--- src/rtl/frame_wb_dma.sv ---
module frame_wb_dma #(
  parameter int AW          = 32,
  parameter int DW          = 32,
  parameter int DIM_W       = 16,
  parameter int PIX_BYTES   = 4,
  parameter int BASE_LSBS   = 2,
  parameter int PITCH_LSBS  = 4
) (
  input  logic          clk,
  input  logic          rst_n,
  input  logic          bus_sel,
  input  logic          bus_we,
  input  logic [4:0]    bus_addr,
  input  logic [31:0]   bus_wdata,
  output logic [31:0]   bus_rdata,
  input  logic          pix_valid,
  input  logic [DW-1:0] pix_data,
  output logic          pix_ready,
  output logic          mem_req,
  output logic [AW-1:0] mem_addr,
  output logic [DW-1:0] mem_data,
  input  logic          mem_ack,
  output logic          frame_start,
  output logic          irq
);
  localparam logic [4:0] OFS_BASE  = 5'h00;
  localparam logic [4:0] OFS_PITCH = 5'h04;
  localparam logic [4:0] OFS_SIZE  = 5'h08;
  localparam logic [4:0] OFS_CTRL  = 5'h0C;
  localparam logic [4:0] OFS_PROG  = 5'h10;
  localparam int STEP_SH = $clog2(PIX_BYTES);
  localparam int B_GO = 0, B_BUSY = 1, B_IE = 2, B_STOP = 14, B_AGAIN = 15, B_PDN = 21;

  logic [AW-1:0]    base_q, pitch_q, line_q;
  logic [DIM_W-1:0] wid_q, hgt_q, col_q, prog_q;
  logic             busy_q, ie_q, again_q, pdn_q;

  wire wr      = bus_sel & bus_we;
  wire wr_ctrl = wr && (bus_addr == OFS_CTRL);
  wire go      = wr_ctrl & bus_wdata[B_GO] & ~bus_wdata[B_PDN] & ~bus_wdata[B_STOP]
                 & ~busy_q & (|wid_q) & (|hgt_q);
  wire stop    = wr_ctrl & bus_wdata[B_STOP] & busy_q;
  wire take    = pix_valid & pix_ready;
  wire acked   = mem_req & mem_ack;
  wire eol     = acked && (col_q == wid_q - 1'b1);
  wire eof     = eol && (prog_q == hgt_q - 1'b1);

  assign pix_ready = busy_q & ~mem_req;
  assign irq       = ie_q & ~busy_q;

  wire [AW-1:0] base_in  = {bus_wdata[AW-1:BASE_LSBS], {BASE_LSBS{1'b0}}};
  wire [AW-1:0] pitch_in = {bus_wdata[AW-1:PITCH_LSBS], {PITCH_LSBS{1'b0}}};
  wire [AW-1:0] col_off  = AW'(col_q) << STEP_SH;

  always_comb begin
    bus_rdata = '0;
    if (bus_sel && !bus_we) begin
      case (bus_addr)
        OFS_BASE:  bus_rdata = 32'(base_q);
        OFS_PITCH: bus_rdata = 32'(pitch_q);
        OFS_SIZE:  bus_rdata = {16'(hgt_q), 16'(wid_q)};
        OFS_CTRL: begin
          bus_rdata[B_BUSY]  = busy_q;
          bus_rdata[B_IE]    = ie_q;
          bus_rdata[B_AGAIN] = again_q;
          bus_rdata[B_PDN]   = pdn_q;
        end
        OFS_PROG:  bus_rdata = 32'(prog_q);
        default:   bus_rdata = '0;
      endcase
    end
  end

  always_ff @(posedge clk) begin
    if (!rst_n) begin
      base_q <= '0; pitch_q <= '0; line_q <= '0;
      wid_q <= '0; hgt_q <= '0; col_q <= '0; prog_q <= '0;
      busy_q <= 1'b0; ie_q <= 1'b0; again_q <= 1'b0; pdn_q <= 1'b0;
      mem_req <= 1'b0; mem_addr <= '0; mem_data <= '0; frame_start <= 1'b0;
    end else begin
      frame_start <= 1'b0;
      if (wr && !busy_q) begin
        if (bus_addr == OFS_BASE)  base_q  <= base_in;
        if (bus_addr == OFS_PITCH) pitch_q <= pitch_in;
        if (bus_addr == OFS_SIZE) begin
          wid_q <= bus_wdata[DIM_W-1:0];
          hgt_q <= bus_wdata[16 +: DIM_W];
        end
      end
      if (wr_ctrl) begin
        ie_q    <= bus_wdata[B_IE];
        again_q <= bus_wdata[B_AGAIN];
        pdn_q   <= bus_wdata[B_PDN];
      end
      if (go) begin
        busy_q      <= 1'b1;
        prog_q      <= '0;
        col_q       <= '0;
        line_q      <= base_q;
        mem_req     <= 1'b0;
        frame_start <= 1'b1;
      end else if (stop) begin
        busy_q  <= 1'b0;
        mem_req <= 1'b0;
      end else if (busy_q) begin
        if (take) begin
          mem_req  <= 1'b1;
          mem_addr <= line_q + col_off;
          mem_data <= pix_data;
        end
        if (acked) begin
          mem_req <= 1'b0;
          if (eol) begin
            col_q  <= '0;
            prog_q <= prog_q + 1'b1;
            line_q <= line_q + pitch_q;
            if (eof) begin
              busy_q      <= 1'b0;
              frame_start <= again_q;
            end
          end else begin
            col_q <= col_q + 1'b1;
          end
        end
      end
    end
  end
endmodule

--- config.mk ---
export PLATFORM = sky130hd
export DESIGN_NAME = frame_wb_dma
export DESIGN_NICKNAME = d
export VERILOG_FILES = /design/src/rtl/frame_wb_dma.sv
export SDC_FILE = /design/constraint.sdc
export NUM_CORES = 1
export LEC_CHECK = 0
export BUFFER_PORTS_ARGS = -buffer_cell sky130_fd_sc_hd__clkbuf_2
export CAP_MARGIN = 5
export CORE_MARGIN = 5
export CORE_UTILIZATION = 40
export CTS_BUF_LIST = sky130_fd_sc_hd__clkbuf_8
export CTS_CLUSTER_SIZE = 40
export DETAILED_ROUTE_END_ITERATION = 10
export SLEW_MARGIN = 20
export SYNTH_ARGS = -nofsm -noshare
export SYNTH_HDL_FRONTEND = slang
export SYNTH_SLANG_ARGS = --single-unit
--- constraint.sdc ---
create_clock -name clk -period 5 [get_ports clk]
set_clock_uncertainty 0.05 [all_clocks]
set_input_delay 0.5 -clock clk [delete_from_list [all_inputs] [get_ports clk]]
set_output_delay 0.5 -clock clk [all_outputs]
set_load 0.01 [all_outputs]
==> results of run 1 <==
-- where the power goes --
group          switching (W)  internal (W)  leakage (nW)  total (W)
sequential        0.00000484       0.00176          1.77    0.00176
combinational      0.0000895     0.0000420          3.47   0.000131
clock               0.000804       0.00101         0.514    0.00181
total               0.000898       0.00281          5.75    0.00371
-- through the flow --
step	total power, W	cell area [um2]	utilization, %	hold WS [ps]	setup slack, ps
floorplan	0.001864	12620	-	390.6	2161
global placement	0.001927	13740	43.89	391.0	1483
detailed placement	0.001928	13740	43.89	395.4	1410
CTS	0.003756	14610	46.67	79.49	1526
global route	0.003853	14610	46.67	96.77	1118
finish	0.003707	14610	46.67	123.1	1506
-- cell usage in the layout, fill, tap and decap left out, types with 17 or more instances in the layout --
cell and count:
sky130_fd_sc_hd__a21o_1 23, sky130_fd_sc_hd__a21oi_1 227, sky130_fd_sc_hd__a22oi_1 29, sky130_fd_sc_hd__and3_1 17, sky130_fd_sc_hd__buf_4 24, sky130_fd_sc_hd__clkbuf_2 172
sky130_fd_sc_hd__clkbuf_8 53, sky130_fd_sc_hd__dfxtp_1 220, sky130_fd_sc_hd__ha_1 48, sky130_fd_sc_hd__inv_1 40, sky130_fd_sc_hd__nand2_1 369, sky130_fd_sc_hd__nand3_1 40
sky130_fd_sc_hd__nand4_1 24, sky130_fd_sc_hd__nor2_1 113, sky130_fd_sc_hd__nor3_1 26, sky130_fd_sc_hd__o21ai_0 44, sky130_fd_sc_hd__xnor2_1 56, sky130_fd_sc_hd__xor2_1 46
-- flip-flops by register name, indices dropped and copies added, names as in the netlist, 16 cells and up --
name,count
mem_data,32
base_q,30
line_q,30
mem_addr,30
pitch_q,28
col_q,16
hgt_q,16
prog_q,16
wid_q,16
-- logic make-up after synthesis --
| logic type | synth area share (%) |
|---|---|
| multiplexers | 1.914 |
| AO/OA/AOI/OAI | 21.49 |
| AND/OR/NAND/NOR | 25.14 |
| other | 0.02973 |
| XOR/XNOR | 7.083 |
| flip-flops | 34.92 |
| buffers and inverters | 4.355 |
| adder cells (fa/ha/maj) | 5.079 |
-- cell type report --
| type | count | share of cell area [%] |
|---|---|---|
| clock buffers | 53 | 4.992 |
| clock inverters | 26 | 0.9591 |
| inverters | 24 | 0.6337 |
| multi-input cells | 1301 | 52.71 |
| flip-flops and latches | 220 | 30.14 |
| well taps | 402 | 3.442 |
| repair buffers | 196 | 7.125 |
-- worst paths after layout --
path	from	endpoint	slack, ps	cells past startpoint
setup reg to reg	col_q[0]	mem_addr[18]	1510	12
hold / removal	bus_wdata[17]	pitch_q[17]	120	3
hold reg to reg	mem_addr[15]	mem_addr[15]	400	2
setup / recovery	col_q[0]	mem_addr[18]	1510	12
-- worst max-delay path: cells and delay by family (launching register included) --
| family | cells | cell delay [ps] |
|---|---|---|
| multiplexers | 1 | 290 |
| AND/OR/NAND/NOR | 2 | 240 |
| AO/OA/AOI/OAI | 6 | 1570 |
| adder cells (fa/ha/maj) | 2 | 620 |
| buffers and inverters | 1 | 50 |
| flip-flops | 1 | 490 |
-- routing by layer --
layer	vias to the layer above	part of all wire, %
li1	6107	-
met1	5920	43
met2	428	47
met3	91	6.5
met4	0	3.3
met5	-	0
==> run_summary.xml, run 1 <==
<?xml version="1.0" encoding="UTF-8"?>
<metrics>
  <group name="yosys">
    <metric name="sequential_share_of_the_synthesized_area" unit="%">34.92</metric>
    <metric name="synth.distinct_cells" unit="">80</metric>
    <metric name="ys_async_sr_fraction" unit="%">0</metric>
    <metric name="synth.top_cell.area_share" unit="%">34.92</metric>
    <metric name="top_cells_by_area_synth" unit="">sky130_fd_sc_hd__dfxtp_1 (35%), sky130_fd_sc_hd__nand2_1 (11%), sky130_fd_sc_hd__a21oi_1 (9.0%)</metric>
    <metric name="largest_area_contributor_in_the_netlist" unit="">sky130_fd_sc_hd__dfxtp_1</metric>
    <metric name="synth-seq-cells" unit="">220</metric>
    <metric name="synth_most_common_cell" unit="">sky130_fd_sc_hd__nand2_1</metric>
    <metric name="synth_edf_count" unit="">0</metric>
    <metric name="netlist_top_cells_count" unit="">sky130_fd_sc_hd__nand2_1 (369), sky130_fd_sc_hd__a21oi_1 (227), sky130_fd_sc_hd__dfxtp_1 (220)</metric>
    <metric name="yosysWarningCount" unit="">0</metric>
    <metric name="area_of_the_mapped_netlist" unit="um2">12610</metric>
    <metric name="postSynthAreaPerCell" unit="um2">7.640</metric>
    <metric name="postSynth.topFlopCell" unit="">sky130_fd_sc_hd__dfxtp_1</metric>
    <metric name="synthCells" unit="">1651</metric>
  </group>
  <group name="cells_and_area">
    <metric name="seqCellArea" unit="um2">4404</metric>
    <metric name="multi_input_combinational_cell_area" unit="um2">7701</metric>
    <metric name="layout_cells_excl_fill" unit="">2222</metric>
    <metric name="filler_cell_count" unit="">3150</metric>
    <metric name="finish.net_count" unit="">1911</metric>
    <metric name="area.growth.synth_to_final" unit="%">15.84</metric>
    <metric name="antenna_cells" unit="">0</metric>
    <metric name="drive_above_1_share" unit="%">16.59</metric>
  </group>
  <group name="floorplanning">
    <metric name="die_height" unit="um">187.6</metric>
    <metric name="core_area" unit="um2">31310</metric>
    <metric name="die_area" unit="um2">35180</metric>
    <metric name="placement_rows" unit="">65</metric>
    <metric name="initial_utilization" unit="%">40.28</metric>
    <metric name="die_x" unit="um">187.6</metric>
    <metric name="io_pins" unit="">175</metric>
  </group>
  <group name="critical_path">
    <metric name="setup.worst_path.start_class" unit="">register</metric>
    <metric name="critical-path-max-stage-delay" unit="ps">720</metric>
    <metric name="worstSetupEndpointType" unit="">register</metric>
    <metric name="worst_path_max_delay_cell" unit="">sky130_fd_sc_hd__o21ai_1</metric>
    <metric name="cp_common_cell" unit="">sky130_fd_sc_hd__o21ai_1</metric>
    <metric name="signal_arrival_time_at_the_worst_endpoint" unit="ps">3820</metric>
    <metric name="worst-endpoint-required" unit="ps">5320</metric>
    <metric name="worstSetupPathType" unit="">reg -&gt; reg</metric>
    <metric name="critical_path.max_fanout" unit="">13</metric>
    <metric name="worstPathCellList" unit="">ha_1 -&gt; inv_1 -&gt; fa_1 -&gt; nor2b_1 -&gt; o21ai_0 -&gt; nand2b_1 -&gt; a31oi_1 -&gt; o21ai_1 -&gt; a211oi_1 -&gt; o21ai_1 -&gt; mux2_2 -&gt; o22ai_1</metric>
  </group>
  <group name="sta">
    <metric name="report.final.setup_viol" unit="">0</metric>
    <metric name="setup_total_negative_slack" unit="ps">0</metric>
    <metric name="fmax" unit="MHz">286.2</metric>
    <metric name="worst_slew_pin_slew" unit="ps">1051</metric>
    <metric name="finalMaxSlewViolations" unit="">0</metric>
    <metric name="rsz_0062_raised_after_global_routing" unit="">false</metric>
    <metric name="worst_slew_margin_rel" unit="%">29.91</metric>
    <metric name="layout_worst_path_cycle_share" unit="%">69.88</metric>
    <metric name="fin_crit" unit="ps">3494</metric>
    <metric name="final_hold_viol_count" unit="">0</metric>
  </group>
  <group name="grt">
    <metric name="global_route.overflow_total" unit="">0</metric>
    <metric name="antenna_found_initial" unit="">1</metric>
    <metric name="grt_use_total" unit="%">23.44</metric>
    <metric name="via_count_of_the_first_global_routing_pass" unit="">11750</metric>
    <metric name="largest_net_degree_at_the_start_of_global_routing" unit="">97</metric>
    <metric name="global_route.usage.met3" unit="%">4.412</metric>
    <metric name="groute.layer.met2.usage" unit="%">38.54</metric>
    <metric name="grt_first_pass_wirelength" unit="um">67200</metric>
    <metric name="grt_most_used_layer" unit="">met2</metric>
    <metric name="global_route.usage.met1" unit="%">30.83</metric>
  </group>
  <group name="clocking">
    <metric name="numCtsBuffers" unit="">43</metric>
    <metric name="tritoncts" unit="">done</metric>
    <metric name="cts.repair_timing.setup_buffer_count" unit="">0</metric>
    <metric name="clock_tree.htree_level_count" unit="">2</metric>
    <metric name="ctsLongestPathBuffers" unit="">3</metric>
    <metric name="clock-root-buffer" unit="">sky130_fd_sc_hd__clkbuf_8</metric>
    <metric name="tritoncts_num_sinks" unit="">220</metric>
    <metric name="clk_transition_reported_paths" unit="ps">60</metric>
    <metric name="post_cts.resized_instances" unit="">0</metric>
    <metric name="worstSkewPairLatency" unit="ps">580</metric>
    <metric name="cts_hold_buffers" unit="">0</metric>
  </group>
  <group name="pwr">
    <metric name="power-per-cell-area" unit="nW/um2">253.7</metric>
    <metric name="ir_worst_vdd" unit="mV">0.1560</metric>
    <metric name="leakagePower" unit="nW">5.751</metric>
  </group>
  <group name="outcome">
    <metric name="run_status" unit="">complete, no violations</metric>
  </group>
  <group name="flow_run">
    <metric name="maxCapViolCount" unit="">0</metric>
  </group>
  <group name="min_path">
    <metric name="min-delay-path-class" unit="">in -&gt; reg</metric>
  </group>
  <group name="detailed_routing">
    <metric name="vias_per_cell" unit="">5.646</metric>
    <metric name="remaining_drc_errors" unit="">0</metric>
    <metric name="finalWirelength" unit="um">42990</metric>
    <metric name="wl_cell" unit="um">19.35</metric>
    <metric name="antenna_violating_nets_post_route" unit="">0</metric>
    <metric name="num_vias" unit="">12550</metric>
    <metric name="dr.pass1.iters" unit="">6</metric>
    <metric name="drtIter0Drc" unit="">1040</metric>
  </group>
  <group name="placed_design">
    <metric name="numPortBuffers" unit="">172</metric>
    <metric name="placed_cells" unit="">2143</metric>
    <metric name="finalWeightedCongestion" unit="">0.9169</metric>
    <metric name="detailed_place_hpwl" unit="um">31290</metric>
  </group>
</metrics>
Power figures use the tool's default switching activity.
==> inputs of run 2 (changes only) <==
--- a/config.mk
+++ b/config.mk
@@ -5,6 +5,7 @@
 export SDC_FILE = /design/constraint.sdc
 export NUM_CORES = 1
 export LEC_CHECK = 0
+export ABC_AREA = 1
 export BUFFER_PORTS_ARGS = -buffer_cell sky130_fd_sc_hd__clkbuf_2
 export CAP_MARGIN = 5
 export CORE_MARGIN = 5
==> constraint.sdc (replaced) <==
create_clock -name clk -period 2.97 [get_ports clk]
set_clock_uncertainty 0.05 [all_clocks]
set_input_delay 0.297 -clock clk [delete_from_list [all_inputs] [get_ports clk]]
set_output_delay 0.297 -clock clk [all_outputs]
set_load 0.01 [all_outputs]
==> run 2 against run 1 <==
Largest cell class unchanged. Final area up 17%. Die area rose by 13%. Register-to-register slack worse by 1300 ps. Non-clock buffer count is 73 higher. Critical path depth unchanged.
==> run_summary.xml, run 2 <==
<?xml version="1.0" encoding="UTF-8"?>
<metrics>
  <group name="outcome">
    <metric name="run_status" unit="">complete, no violations</metric>
  </group>
  <group name="cells_and_area">
    <metric name="filler_cell_count" unit="">3739</metric>
    <metric name="layout_common_cells" unit="">sky130_fd_sc_hd__nand2_1 (550), sky130_fd_sc_hd__nor2_1 (370), sky130_fd_sc_hd__inv_1 (287)</metric>
    <metric name="multi_input_combinational_cell_area" unit="um2">8562</metric>
    <metric name="antenna_cells" unit="">0</metric>
    <metric name="core_util_final" unit="%">48.34</metric>
    <metric name="area.growth.synth_to_final" unit="%">19.66</metric>
    <metric name="top_register" unit="">mem_data</metric>
    <metric name="layout_commonest_cell" unit="">sky130_fd_sc_hd__nand2_1</metric>
    <metric name="largest_register_ff_count" unit="">32</metric>
    <metric name="seqCellArea" unit="um2">4404</metric>
    <metric name="drive_above_1_share" unit="%">12.79</metric>
    <metric name="finish.net_count" unit="">2662</metric>
  </group>
  <group name="clocking">
    <metric name="worstSkewPairLatency" unit="ps">570</metric>
    <metric name="ctsLongestPathBuffers" unit="">3</metric>
    <metric name="numCtsBuffers" unit="">42</metric>
    <metric name="tritoncts_num_sinks" unit="">220</metric>
    <metric name="tritoncts" unit="">done</metric>
    <metric name="clk_transition_reported_paths" unit="ps">60</metric>
    <metric name="cts.repair_timing.setup_buffer_count" unit="">0</metric>
    <metric name="clock-root-buffer" unit="">sky130_fd_sc_hd__clkbuf_8</metric>
    <metric name="clock_tree.htree_level_count" unit="">2</metric>
  </group>
  <group name="critical_path">
    <metric name="setup.worst_path.start_class" unit="">register</metric>
    <metric name="critical_path.max_fanout" unit="">5</metric>
    <metric name="worst_path_max_delay_cell" unit="">sky130_fd_sc_hd__fa_1</metric>
    <metric name="worstSetupEndpointType" unit="">register</metric>
    <metric name="worstPathCellList" unit="">ha_1 -&gt; inv_1 -&gt; fa_1 -&gt; o21ai_0 -&gt; a21oi_1 -&gt; o21ai_0 -&gt; buf_4 -&gt; nand2_1 -&gt; or2_2 -&gt; nand3_1 -&gt; o211ai_1 -&gt; inv_1</metric>
    <metric name="critical-path-max-stage-delay" unit="ps">430</metric>
    <metric name="worstSetupPathType" unit="">reg -&gt; reg</metric>
    <metric name="signal_arrival_time_at_the_worst_endpoint" unit="ps">3170</metric>
    <metric name="worst-endpoint-required" unit="ps">3410</metric>
  </group>
  <group name="detailed_routing">
    <metric name="vias_per_cell" unit="">5.251</metric>
    <metric name="antenna_violating_nets_post_route" unit="">0</metric>
    <metric name="remaining_drc_errors" unit="">0</metric>
    <metric name="dr.pass1.iters" unit="">6</metric>
    <metric name="drtIter0Drc" unit="">1508</metric>
    <metric name="num_vias" unit="">15890</metric>
    <metric name="wl_cell" unit="um">18.00</metric>
    <metric name="finalWirelength" unit="um">54460</metric>
  </group>
  <group name="yosys">
    <metric name="yosysWarningCount" unit="">0</metric>
    <metric name="largest_area_contributor_in_the_netlist" unit="">sky130_fd_sc_hd__dfxtp_1</metric>
    <metric name="ys_async_sr_fraction" unit="%">0</metric>
    <metric name="synth_most_common_cell" unit="">sky130_fd_sc_hd__nand2_1</metric>
    <metric name="area_of_the_mapped_netlist" unit="um2">14330</metric>
    <metric name="netlist_top_cells_count" unit="">sky130_fd_sc_hd__nand2_1 (550), sky130_fd_sc_hd__nor2_1 (372), sky130_fd_sc_hd__inv_1 (270)</metric>
    <metric name="synth.top_cell.area_share" unit="%">30.72</metric>
    <metric name="sequential_share_of_the_synthesized_area" unit="%">30.72</metric>
    <metric name="top_cells_by_area_synth" unit="">sky130_fd_sc_hd__dfxtp_1 (31%), sky130_fd_sc_hd__nand2_1 (14%), sky130_fd_sc_hd__nor2_1 (9.7%)</metric>
    <metric name="postSynth.topFlopCell" unit="">sky130_fd_sc_hd__dfxtp_1</metric>
    <metric name="synthCells" unit="">2297</metric>
    <metric name="synth.distinct_cells" unit="">49</metric>
    <metric name="postSynthAreaPerCell" unit="um2">6.241</metric>
    <metric name="synth-seq-cells" unit="">220</metric>
    <metric name="synth_edf_count" unit="">0</metric>
  </group>
  <group name="pwr">
    <metric name="leakagePower" unit="nW">8.301</metric>
    <metric name="power" unit="W">0.006257</metric>
    <metric name="power-per-cell-area" unit="nW/um2">364.8</metric>
    <metric name="ir_worst_vdd" unit="mV">0.2903</metric>
  </group>
  <group name="placed_design">
    <metric name="numPortBuffers" unit="">172</metric>
    <metric name="detailed_place_hpwl" unit="um">42630</metric>
    <metric name="preCtsSetupSlack" unit="ps">321.8</metric>
    <metric name="finalWeightedCongestion" unit="">1.006</metric>
  </group>
  <group name="grt">
    <metric name="largest_net_degree_at_the_start_of_global_routing" unit="">90</metric>
    <metric name="global_route.overflow_total" unit="">0</metric>
    <metric name="grt_first_pass_wirelength" unit="um">82780</metric>
    <metric name="via_count_of_the_first_global_routing_pass" unit="">14640</metric>
    <metric name="grt_use_total" unit="%">26.65</metric>
    <metric name="antenna_found_initial" unit="">0</metric>
  </group>
  <group name="sta">
    <metric name="hold-worst-slack" unit="ps">20.97</metric>
    <metric name="worst_slew_pin_slew" unit="ps">684.8</metric>
    <metric name="fmax" unit="MHz">366.7</metric>
    <metric name="setup_total_negative_slack" unit="ps">0</metric>
    <metric name="final_hold_viol_count" unit="">0</metric>
    <metric name="rsz_0062_raised_after_global_routing" unit="">false</metric>
    <metric name="finalMaxSlewViolations" unit="">0</metric>
    <metric name="finalWorstSetupSlack" unit="ps">243.1</metric>
    <metric name="worst_slew_margin_rel" unit="%">54.35</metric>
    <metric name="report.final.setup_viol" unit="">0</metric>
    <metric name="layout_worst_path_cycle_share" unit="%">91.81</metric>
    <metric name="fin_crit" unit="ps">2727</metric>
  </group>
  <group name="floorplanning">
    <metric name="initial_utilization" unit="%">40.40</metric>
    <metric name="die_x" unit="um">199.3</metric>
    <metric name="die_area" unit="um2">39720</metric>
    <metric name="die_height" unit="um">199.3</metric>
    <metric name="io_pins" unit="">175</metric>
    <metric name="placement_rows" unit="">69</metric>
    <metric name="core_area" unit="um2">35480</metric>
  </group>
  <group name="min_path">
    <metric name="min-delay-path-class" unit="">in -&gt; reg</metric>
  </group>
  <group name="flow_run">
    <metric name="maxCapViolCount" unit="">0</metric>
  </group>
</metrics>
==> run 2: routing by layer <==
layer	global-route usage, %	part of all wire (%)
met4	9.828	4.1
met3	4.080	7.7
met2	43.15	45
met5	0	0
met1	36.06	43
==> run 2: power by group <==
part	total, W	switching, W	leakage (nW)	internal, W
clock	0.00289	0.00133	0.470	0.00156
sequential	0.00297	0.0000119	1.77	0.00296
combinational	0.000395	0.000244	6.06	0.000151
total	0.00626	0.00158	8.30	0.00468
==> run 2: worst paths after layout <==
check / start / to / slack, ps / cells after the start
worst max-delay path: col_q[0] / mem_addr[22] / 240 / 12
worst min-delay path: bus_wdata[3] / base_q[3] / 20 / 3
worst max register to register: col_q[0] / mem_addr[22] / 240 / 12
worst min register to register: mem_data[28] / mem_data[28] / 430 / 2
==> run 2: cell type report <==
type | count | share of cell area [%]
Multi-Input combinational cell | 1719 | 49.92
Sequential cell | 220 | 25.68
Timing Repair Buffer | 269 | 10.23
Inverter | 285 | 6.237
Clock buffer | 45 | 3.611
Tap cell | 461 | 3.363
Clock inverter | 27 | 0.9702
==> run 2: cell families (layout without fill, tap and decap cells) <==
group	Yosys count	in the layout	share of synthesized area, %
AOI/OAI and AO/OA	388	388	14.90
buffers and inverters	359	626	9.610
adders and majority gates	50	50	4.469
and+or+nand+nor	1217	1217	36.39
DFF	220	220	30.72
other	1	2	0.02616
xor gates and xnor gates	62	62	3.884
==> run 2: worst max-delay path, delay by kind of cell, from the launching register on <==
kind / cells / cell delay, ps
AOI/OAI and AO/OA: 4 / 780
DFF: 1 / 420
buffers and inverters: 3 / 300
adders and majority gates: 2 / 640
and+or+nand+nor: 3 / 490
==> run 2: repair_timing <==
| action | CTS | global route |
|---|---|---|
| setup endpoints to repair | 0 | 0 |
| hold buffers | 55 | 0 |
| resized for setup | 0 | 0 |
| hold endpoints to repair | 74 | 0 |
==> run 2: metrics by stage <==
step / area [um2] / std cells
2_1_floorplan: 14340 / 2298
3_5_place_dp: 15820 / 2899
5_1_grt: 17150 / 3026
4_1_cts: 17150 / 3026
3_3_place_gp: 15820 / 2899
6_report: 17150 / 3026
